<file path="src/rtl/alu_pkg.sv">
package alu_pkg;
  localparam int DW_DEF = 8;
  localparam int OPW    = 5;

  typedef enum logic [OPW-1:0] {
    OP_LDK = 5'd0,  OP_ADD = 5'd1,  OP_SUB = 5'd2,  OP_AND = 5'd3,
    OP_IOR = 5'd4,  OP_XOR = 5'd5,  OP_CPL = 5'd6,  OP_INC = 5'd7,
    OP_DEC = 5'd8,  OP_ROL = 5'd9,  OP_ROR = 5'd10, OP_SWP = 5'd11,
    OP_CLR = 5'd12, OP_MVF = 5'd13, OP_MWF = 5'd14, OP_BST = 5'd15,
    OP_BCL = 5'd16
  } alu_op_e;

  typedef struct packed {
    logic c;
    logic dc;
    logic z;
  } flag_t;

  function automatic logic takes_literal(alu_op_e op);
    return (op == OP_ADD) || (op == OP_SUB) || (op == OP_AND) ||
           (op == OP_IOR) || (op == OP_XOR);
  endfunction
endpackage

</file>
<file path="src/rtl/alu_opnd_sel.sv">
module alu_opnd_sel
  import alu_pkg::*;
#(
  parameter int DW = DW_DEF
) (
  input  alu_op_e       op,
  input  logic          src_lit,
  input  logic [DW-1:0] f_val,
  input  logic [DW-1:0] lit_val,
  output logic [DW-1:0] opnd,
  output logic          lit_form
);
  always_comb begin
    lit_form = src_lit && takes_literal(op);
    opnd     = lit_form ? lit_val : f_val;
  end
endmodule

</file>
<file path="src/rtl/alu_addsub.sv">
module alu_addsub #(
  parameter int DW = 8
) (
  input  logic [DW-1:0] w_val,
  input  logic [DW-1:0] opnd,
  input  logic          sub,
  output logic [DW-1:0] sum,
  output logic          c_out,
  output logic          dc_out
);
  localparam int HALF = DW / 2;

  logic [DW-1:0] addend;
  logic [DW:0]   full;
  logic [HALF:0] low;

  // subtraction: opnd + ~w + 1, so carry out means "no borrow"
  always_comb begin
    addend = sub ? ~w_val : w_val;
    full   = {1'b0, opnd} + {1'b0, addend} + {{DW{1'b0}}, sub};
    low    = {1'b0, opnd[HALF-1:0]} + {1'b0, addend[HALF-1:0]} + {{HALF{1'b0}}, sub};
    sum    = full[DW-1:0];
    c_out  = full[DW];
    dc_out = low[HALF];
  end
endmodule

</file>
<file path="src/rtl/alu_bitlogic.sv">
module alu_bitlogic
  import alu_pkg::*;
#(
  parameter int DW = DW_DEF,
  localparam int IW = $clog2(DW)
) (
  input  alu_op_e       op,
  input  logic [DW-1:0] w_val,
  input  logic [DW-1:0] opnd,
  input  logic          cin,
  input  logic [IW-1:0] idx,
  output logic [DW-1:0] res,
  output logic          cout
);
  localparam int HALF = DW / 2;

  logic [DW-1:0] swapped;
  logic [DW-1:0] sel_mask;

  genvar gi;
  generate
    for (gi = 0; gi < HALF; gi++) begin : g_swap
      assign swapped[gi]        = opnd[gi + HALF];
      assign swapped[gi + HALF] = opnd[gi];
    end
    for (gi = 0; gi < DW; gi++) begin : g_mask
      assign sel_mask[gi] = (idx == IW'(gi));
    end
  endgenerate

  always_comb begin
    res  = opnd;
    cout = cin;
    case (op)
      OP_AND: res = w_val & opnd;
      OP_IOR: res = w_val | opnd;
      OP_XOR: res = w_val ^ opnd;
      OP_CPL: res = ~opnd;
      OP_INC: res = opnd + 1'b1;
      OP_DEC: res = opnd - 1'b1;
      OP_ROL: begin
        res  = {opnd[DW-2:0], cin};
        cout = opnd[DW-1];
      end
      OP_ROR: begin
        res  = {cin, opnd[DW-1:1]};
        cout = opnd[0];
      end
      OP_SWP: res = swapped;
      OP_BST: res = opnd | sel_mask;
      OP_BCL: res = opnd & ~sel_mask;
      default: res = opnd;
    endcase
  end
endmodule

</file>
<file path="src/rtl/alu_acc_core.sv">
module alu_acc_core
  import alu_pkg::*;
#(
  parameter int DW = DW_DEF,
  localparam int IW = $clog2(DW)
) (
  input  logic          clk,
  input  logic          rst,
  input  logic          in_valid,
  input  logic [4:0]    op_i,
  input  logic          src_lit_i,
  input  logic          dest_f_i,
  input  logic [IW-1:0] bit_idx_i,
  input  logic [DW-1:0] w_i,
  input  logic [DW-1:0] f_i,
  input  logic [DW-1:0] lit_i,
  input  logic          carry_i,
  output logic          out_valid_o,
  output logic [DW-1:0] res_o,
  output logic          c_o,
  output logic          dc_o,
  output logic          z_o,
  output logic          c_we_o,
  output logic          dc_we_o,
  output logic          z_we_o,
  output logic          w_we_o,
  output logic          f_we_o
);
  alu_op_e       op;
  logic [DW-1:0] opnd;
  logic          lit_form;
  logic [DW-1:0] as_sum;
  logic          as_c, as_dc;
  logic [DW-1:0] bl_res;
  logic          bl_c;

  logic [DW-1:0] nx_res;
  flag_t         nx_flag, nx_we;
  logic          nx_w_we, nx_f_we;

  assign op = alu_op_e'(op_i);

  alu_opnd_sel #(.DW(DW)) u_sel (
    .op(op), .src_lit(src_lit_i), .f_val(f_i), .lit_val(lit_i),
    .opnd(opnd), .lit_form(lit_form)
  );

  alu_addsub #(.DW(DW)) u_addsub (
    .w_val(w_i), .opnd(opnd), .sub(op == OP_SUB),
    .sum(as_sum), .c_out(as_c), .dc_out(as_dc)
  );

  alu_bitlogic #(.DW(DW)) u_bitlogic (
    .op(op), .w_val(w_i), .opnd(opnd), .cin(carry_i), .idx(bit_idx_i),
    .res(bl_res), .cout(bl_c)
  );

  // decode: result source, flag enables, destination strobe
  always_comb begin
    logic to_dest;
    nx_res   = bl_res;
    nx_flag  = '{c: bl_c, dc: as_dc, z: 1'b0};
    nx_we    = '0;
    nx_w_we  = 1'b0;
    nx_f_we  = 1'b0;
    to_dest  = 1'b0;
    case (op)
      OP_LDK: begin
        nx_res  = lit_i;
        nx_w_we = 1'b1;
      end
      OP_ADD, OP_SUB: begin
        nx_res    = as_sum;
        nx_flag.c = as_c;
        nx_we     = '{c: 1'b1, dc: 1'b1, z: 1'b1};
        to_dest   = 1'b1;
      end
      OP_AND, OP_IOR, OP_XOR, OP_CPL, OP_INC, OP_DEC, OP_MVF: begin
        nx_we.z = 1'b1;
        to_dest = 1'b1;
      end
      OP_ROL, OP_ROR: begin
        nx_we.c = 1'b1;
        to_dest = 1'b1;
      end
      OP_SWP: to_dest = 1'b1;
      OP_CLR: begin
        nx_res  = '0;
        nx_we.z = 1'b1;
        to_dest = 1'b1;
      end
      OP_MWF: begin
        nx_res  = w_i;
        nx_f_we = 1'b1;
      end
      OP_BST, OP_BCL: nx_f_we = 1'b1;
      default: ;
    endcase
    if (to_dest) begin
      nx_w_we = lit_form || !dest_f_i;
      nx_f_we = !lit_form && dest_f_i;
    end
    nx_flag.z = (nx_res == '0);
  end

  // control registers carry reset; data registers do not
  always_ff @(posedge clk) begin
    if (rst) begin
      out_valid_o <= 1'b0;
      c_we_o      <= 1'b0;
      dc_we_o     <= 1'b0;
      z_we_o      <= 1'b0;
      w_we_o      <= 1'b0;
      f_we_o      <= 1'b0;
    end else begin
      out_valid_o <= in_valid;
      c_we_o      <= in_valid && nx_we.c;
      dc_we_o     <= in_valid && nx_we.dc;
      z_we_o      <= in_valid && nx_we.z;
      w_we_o      <= in_valid && nx_w_we;
      f_we_o      <= in_valid && nx_f_we;
    end
  end

  always_ff @(posedge clk) begin
    res_o <= nx_res;
    c_o   <= nx_flag.c;
    dc_o  <= nx_flag.dc;
    z_o   <= nx_flag.z;
  end

  AST_VALID_LATENCY: assert property (@(posedge clk) disable iff (rst)
    in_valid |=> out_valid_o);
  AST_IDLE_QUIET: assert property (@(posedge clk) disable iff (rst)
    !out_valid_o |-> !(c_we_o || dc_we_o || z_we_o || w_we_o || f_we_o));
  AST_ONE_DEST: assert property (@(posedge clk) disable iff (rst)
    $onehot0({w_we_o, f_we_o}));
  AST_Z_MATCHES: assert property (@(posedge clk) disable iff (rst)
    (out_valid_o && z_we_o) |-> (z_o == (res_o == '0)));
  AST_CLEAR_ZERO: assert property (@(posedge clk) disable iff (rst)
    (in_valid && op_i == OP_CLR) |=> (res_o == '0 && z_o && z_we_o && !c_we_o));
  AST_SWAP_NOFLAG: assert property (@(posedge clk) disable iff (rst)
    (in_valid && op_i == OP_SWP) |=> !(c_we_o || dc_we_o || z_we_o));
  AST_ROT_C_ONLY: assert property (@(posedge clk) disable iff (rst)
    (in_valid && (op_i == OP_ROL || op_i == OP_ROR)) |=> (c_we_o && !dc_we_o && !z_we_o));
  AST_BIT_TO_F: assert property (@(posedge clk) disable iff (rst)
    (in_valid && (op_i == OP_BST || op_i == OP_BCL)) |=> (f_we_o && !z_we_o && !c_we_o));
  AST_LDK_PASS: assert property (@(posedge clk) disable iff (rst)
    (in_valid && op_i == OP_LDK) |=> (w_we_o && res_o == $past(lit_i) && !z_we_o));
  AST_MWF_COPY: assert property (@(posedge clk) disable iff (rst)
    (in_valid && op_i == OP_MWF) |=> (f_we_o && res_o == $past(w_i)));
endmodule

</file>
<file path="config.mk">
export PLATFORM = sky130hd
export DESIGN_NAME = alu_acc_core
export DESIGN_NICKNAME = d
export VERILOG_FILES = /design/src/rtl/alu_pkg.sv /design/src/rtl/alu_opnd_sel.sv /design/src/rtl/alu_addsub.sv /design/src/rtl/alu_bitlogic.sv /design/src/rtl/alu_acc_core.sv
export SDC_FILE = /design/constraint.sdc
export NUM_CORES = 1
export LEC_CHECK = 0
export BUFFER_PORTS_ARGS = -buffer_cell sky130_fd_sc_hd__buf_2
export CAP_MARGIN = 20
export CORE_MARGIN = 2
export CORE_UTILIZATION = 57
export DETAILED_ROUTE_END_ITERATION = 16
export HOLD_SLACK_MARGIN = 0.08
export PLACE_DENSITY = 0.85
export SKIP_LAST_GASP = 1
export SYNTH_ARGS = -nofsm -noshare
export SYNTH_HDL_FRONTEND = slang
export SYNTH_SLANG_ARGS = --single-unit
</file>
<file path="constraint.sdc">
create_clock -name clk -period 5.35 [get_ports clk]
set_clock_uncertainty 0.2 [all_clocks]
set_input_delay 0.2675 -clock clk [delete_from_list [all_inputs] [get_ports clk]]
set_output_delay 0.2675 -clock clk [all_outputs]
set_load 0.05 [all_outputs]
</file>
# Word level (Yosys, flattened, before mapping)
# Index checks and enable logic that the tools add are counted.
# totals
ff_bits	17
in_bits	38
out_inout_bits	17
wordCells	83
# op_classes
addsub	6
n_eq_ne	23
n_mux	14
bitwise	8
reduce_logical	22
# op_table
op	n
$pmux W8 S11	1
$eq A5 B4 Y1 const B	8
$pmux W8 S4	1
$not A8 Y8	3
$eq A5 B3 Y1 const B	4
$and A8 B8 Y8	2
$mux W8	2
$or A8 B8 Y8	2
$reduce_or A13 Y1	1
$eq A3 B3 Y1 const B	4
$eq A5 B2 Y1 const B	2
$reduce_or A10 Y1	1
$add A8 B8 Y9	1
$add A9 B1 Y9	1
$mux W1	9
$add A8 B1 Y8 const B	1
$logic_not A8 Y1	1
$sub A8 B1 Y8 const B	1
$xor A8 B8 Y8	1
$logic_and A1 B1 Y1	7
$eq A3 B2 Y1 const B	2
$add A4 B4 Y5	1
$add A5 B1 Y5	1
$eq A5 B1 Y1 const B	1
10 further kinds	15

# Longest topological paths before layout
# logic_depth
word_depth	11
ltp_mapped	16
depth_no_buf	13

# Modules after synthesis
# Synthesis repeated with hierarchy kept, for this count alone.
# hier_totals
cells_unflattened	380
area_unflattened_um2	2890.3
# modules_own_cells
module	n_inst	cells_each	area_each_um2	seq_area_each_um2
alu_bitlogic	1	221	1426.4	0.0
alu_acc_core	1	100	935.9	340.3
alu_addsub	1	48	404.1	0.0
alu_opnd_sel	1	11	123.9	0.0

# Worst setup path before layout
# OpenSTA, ideal clock, no wires.
# synth_timing
kind	input -> register
start	input op_i[4]
end	register z_o
setup_ns	0.088
arrival_time_ns	3.974
required_ns	5.062
path_slack_ns	1.088
path_stages	16
path_buffers	3
cell_sequence	buf_4 > or3b_2 > clkbuf_1 > or3_1 > clkbuf_1 > xnor2_1 > inv_1 > fa_1 > nand2b_1 > a21oi_1 > xnor2_1 > a222oi_1 > o311ai_0 > or2_2 > or4_1 > nor4_2
# synth_rtl
item	line	text
from (decl)	alu_acc_core.sv:10	input logic [4:0] op_i,
to (signal assigned)	alu_acc_core.sv:129	z_o <= nx_flag.z;
to (decl)	alu_acc_core.sv:22	output logic z_o,

==> key figures <==
Clock tree
  – Hold-fix buffers at CTS: 0
  – Num CTS Buffers: 3
  – TritonCTS clock tree: built
  – CTS clk-pin slew, worst paths: 0.08 ns
  – Max clock buf depth: 2
  – Post-CTS Setup Inserts: 0
  – Post-CTS Resized: 0
  – Root Buffer: clkbuf_8
  – H-tree levels: 1
  – CTS Sinks: 17

Routing
  – Initial drt markers: 688
  – Via Count: 3,363
  – Via/cell ratio: around 7.3
  – Pre-Repair DR Iteration Count: 8
  – Antenna Nets Post-Route: 0
  – DRT Wirelength: 9.26 mm
  – DR WL/cell: approximately 20 µm
  – Drt drc: 0

Die
  – Num rows: 25
  – Core Area: 0.00463 mm²
  – Die Height: 72.8 µm
  – Initial Util: 0.583
  – Die width: 72.8 µm
  – Die ar.: between 0.005 and 0.006 mm²
  – # IOs: 55

Yosys
  – Fraction of registers with async set/reset: 0
  – Yosys warns: 0
  – Most common flop cell mapped by yosys: dfxtp_1
  – Cells after Synth: 372
  – Synth unique cells: between 70 and 80
  – #FFs+latches synth: 17
  – Avg Cell Area, Syn: 7.26 µm²
  – Post-Syn Nets: 426
  – Mapped cell area: roughly 0.0027 mm²
  – Post-synth EDFFs: 0
  – Sequential share of the synthesized area: 0.126

Worst setup path
  – Crit path largest cell delay: 0.56 ns
  – Top delay family on crit path: simple AND/OR/NAND/NOR gates
  – WP data required: 5.32 ns
  – CP most frequent cell: xnor2_1
  – WP buf/inv: 2
  – Crit Path Class: input pin to flop
  – Slowest CP cell: or3b_2
  – Critical Path AT: 4.50 ns
  – Critical-path cell list: buf_2, or3b_2, or3_1, xnor2_1, inv_1, fa_1, nand2b_1, a21oi_1, xnor2_1, a222oi_1, o311ai_0, or2_2, or4_1, nor4_2
  – Crit Path Max Fanout: 31
  – Worst setup EP type: flop
  – Worst setup SP type: input pin

Timing
  – Endpoints failing setup: 0
  – RSZ-0062 raised after global routing: false
  – Fmax: 0.221 GHz
  – Fin. max-slew vios: 0
  – Final setup margin: 0.823 ns
  – Hold Vio Cnt, Final: 0
  – Setup TNS: 0 ns
  – Hold slack: ~0.11 ns
  – Worst-Margin Slew: 1.07 ns
  – Period utilization: 0.846
  – Crit path time final: 4.53 ns
  – Max_slew headroom: 0.281

Final layout
  – Inserted Diodes: 0
  – Reg area: 340 µm²
  – Syn-to-layout area delta: 10.1%
  – Multi-input gate area: 0.00217 mm²
  – Nets: 464
  – Fillers: 448
  – Share of cells above drive strength 1: 0.193

Min path
  – Hold crit path type: input pin to flop
  – Hold Crit Start: in_valid
  – Worst Hold Depth: 3
  – Hold endpoint: out_valid_o

Power
  – Combinational fraction of design power: 0.543
  – Total Power: 0.000540 W
  – Leakage power: 1.23 nW
  – Sequential share of power: 0.266
  – Int Pwr: 0.000289 W
  – Clock power frac: 0.192
  – Peak VDD IR: 0.0000862 V
  – Net Sw Power: between 0.0002 and 0.0003 W
  – PwrDens: roughly 180 mW/mm²
  – Switch share: 0.465

Job
  – Max Cap Violations: 0

Global routing
  – GRT Overall Usage: 0.350
  – Global route overflow: 0
  – First-pass GRT wire length: 14.5 mm
  – Vias in the first global route: 2,852
  – Largest net degree at the start of global routing: 36
  – Initial antenna violation count: 0

Placed design
  – GP Congestion: 1.02
  – Dpl ws: ~0.64 ns
  – Dpl hpwl: 7.11 mm
  – Port Buffers: 54

Run status
  – Outcome: finished, final reports clean
area by class of cell:
cell class / instances / area share
Clock buffer: 3 / 0.0139
Clock inverter: 1 / 0.00168
Inverter: 16 / 0.0202
Multi-Input combinational cell: 316 / 0.731
Sequential cell: 17 / 0.114
Tap cell: 54 / 0.0227
Timing Repair Buffer: 56 / 0.0960
routing by layer:
metal  GRT usage  share of wire  vias to the layer above
li1            -              -                     1495
met1       0.473           0.38                     1510
met2       0.532           0.43                      279
met3      0.0787           0.13                       79
met4       0.156          0.066                        0
met5           0              0                        -
layout by cell type (no fill, tap or decap), types with 3 or more instances in the layout:
cell type,instances
inv_1,16
a2111oi_0,5
o41ai_1,4
a221o_1,5
a21o_1,4
o21ai_0,21
xor2_1,4
nor2b_1,7
o31ai_1,6
a32oi_1,3
a31oi_1,4
nor4_1,9
nor3b_1,3
nand3b_1,3
nand3_1,8
o22ai_1,7
nor3_1,8
a22oi_1,6
a21oi_1,31
nand2_1,25
a211oi_1,4
or2_2,3
clkbuf_8,3
a221oi_1,3
dfxtp_1,17
nor2_1,35
mux2i_1,6
buf_2,54
a222oi_1,4
o21a_1,3
nand4_1,3
ha_1,14
and3_1,4
xnor2_1,15
nand2b_1,8
and2_1,4
synthesized netlist by cell type (8+ instances only):
cell type,n,area (µm²)
a21oi_1,31,155
nor3_1,8,40.0
nor2_1,35,131
nand3_1,8,40.0
nor4_1,9,56.3
dfxtp_1,17,340
ha_1,14,175
nand2b_1,8,50.1
o21ai_0,21,105
clkbuf_1,14,52.6
nand2_1,25,93.8
inv_1,16,60.1
xnor2_1,15,131
power by group through the flow:
| stage | logic (W) | clock network, W | registers, W |
|---|---|---|---|
| CTS | 0.000284 | 0.000101 | 0.000144 |
| detailed placement | 0.000281 | 0 | 0.000146 |
| finish | 0.000293 | 0.000103 | 0.000143 |
| global placement | 0.000280 | 0 | 0.000147 |
| floorplan | 0.000161 | 0 | 0.000197 |
| global route | 0.000313 | 0.000106 | 0.000145 |
kinds of logic (layout without fill, tap and decap cells):
| logic type | count (synthesis) | after routing | share of synthesized area |
|---|---|---|---|
| XOR/XNOR | 19 | 19 | 0.0616 |
| AO/OA/AOI/OAI | 135 | 135 | 0.352 |
| adder cells (fa/ha/maj) | 16 | 16 | 0.0797 |
| AND/OR/NAND/NOR | 138 | 138 | 0.280 |
| flip-flops | 17 | 17 | 0.126 |
| multiplexers | 8 | 8 | 0.0315 |
| buffers and inverters | 39 | 76 | 0.0690 |
state kept, by name (all words and copies together), names as in the netlist:
name	cells
z_we_o	1
z_o	1
c_we_o	1
w_we_o	1
dc_o	1
dc_we_o	1
res_o	8
f_we_o	1
out_valid_o	1
c_o	1
stage by stage:
stage	utilization	area [µm²]	instances
floorplan	-	2700	372
global placement	0.632	2930	459
detailed placement	0.632	2930	459
CTS	0.642	2970	463
global route	0.642	2970	463
finish	0.642	2970	463
how the worst max path moves through the flow:
stage / to / depth (start not counted) / start
2_1_floorplan: z_o / 16 / op_i[4]
3_3_place_gp: z_o / 14 / op_i[1]
3_5_place_dp: z_o / 14 / op_i[1]
4_1_cts: z_o / 14 / op_i[1]
5_1_grt: z_o / 14 / op_i[1]
6_report: z_o / 14 / op_i[1]
Note: power is estimated with default switching activity, not from simulation.
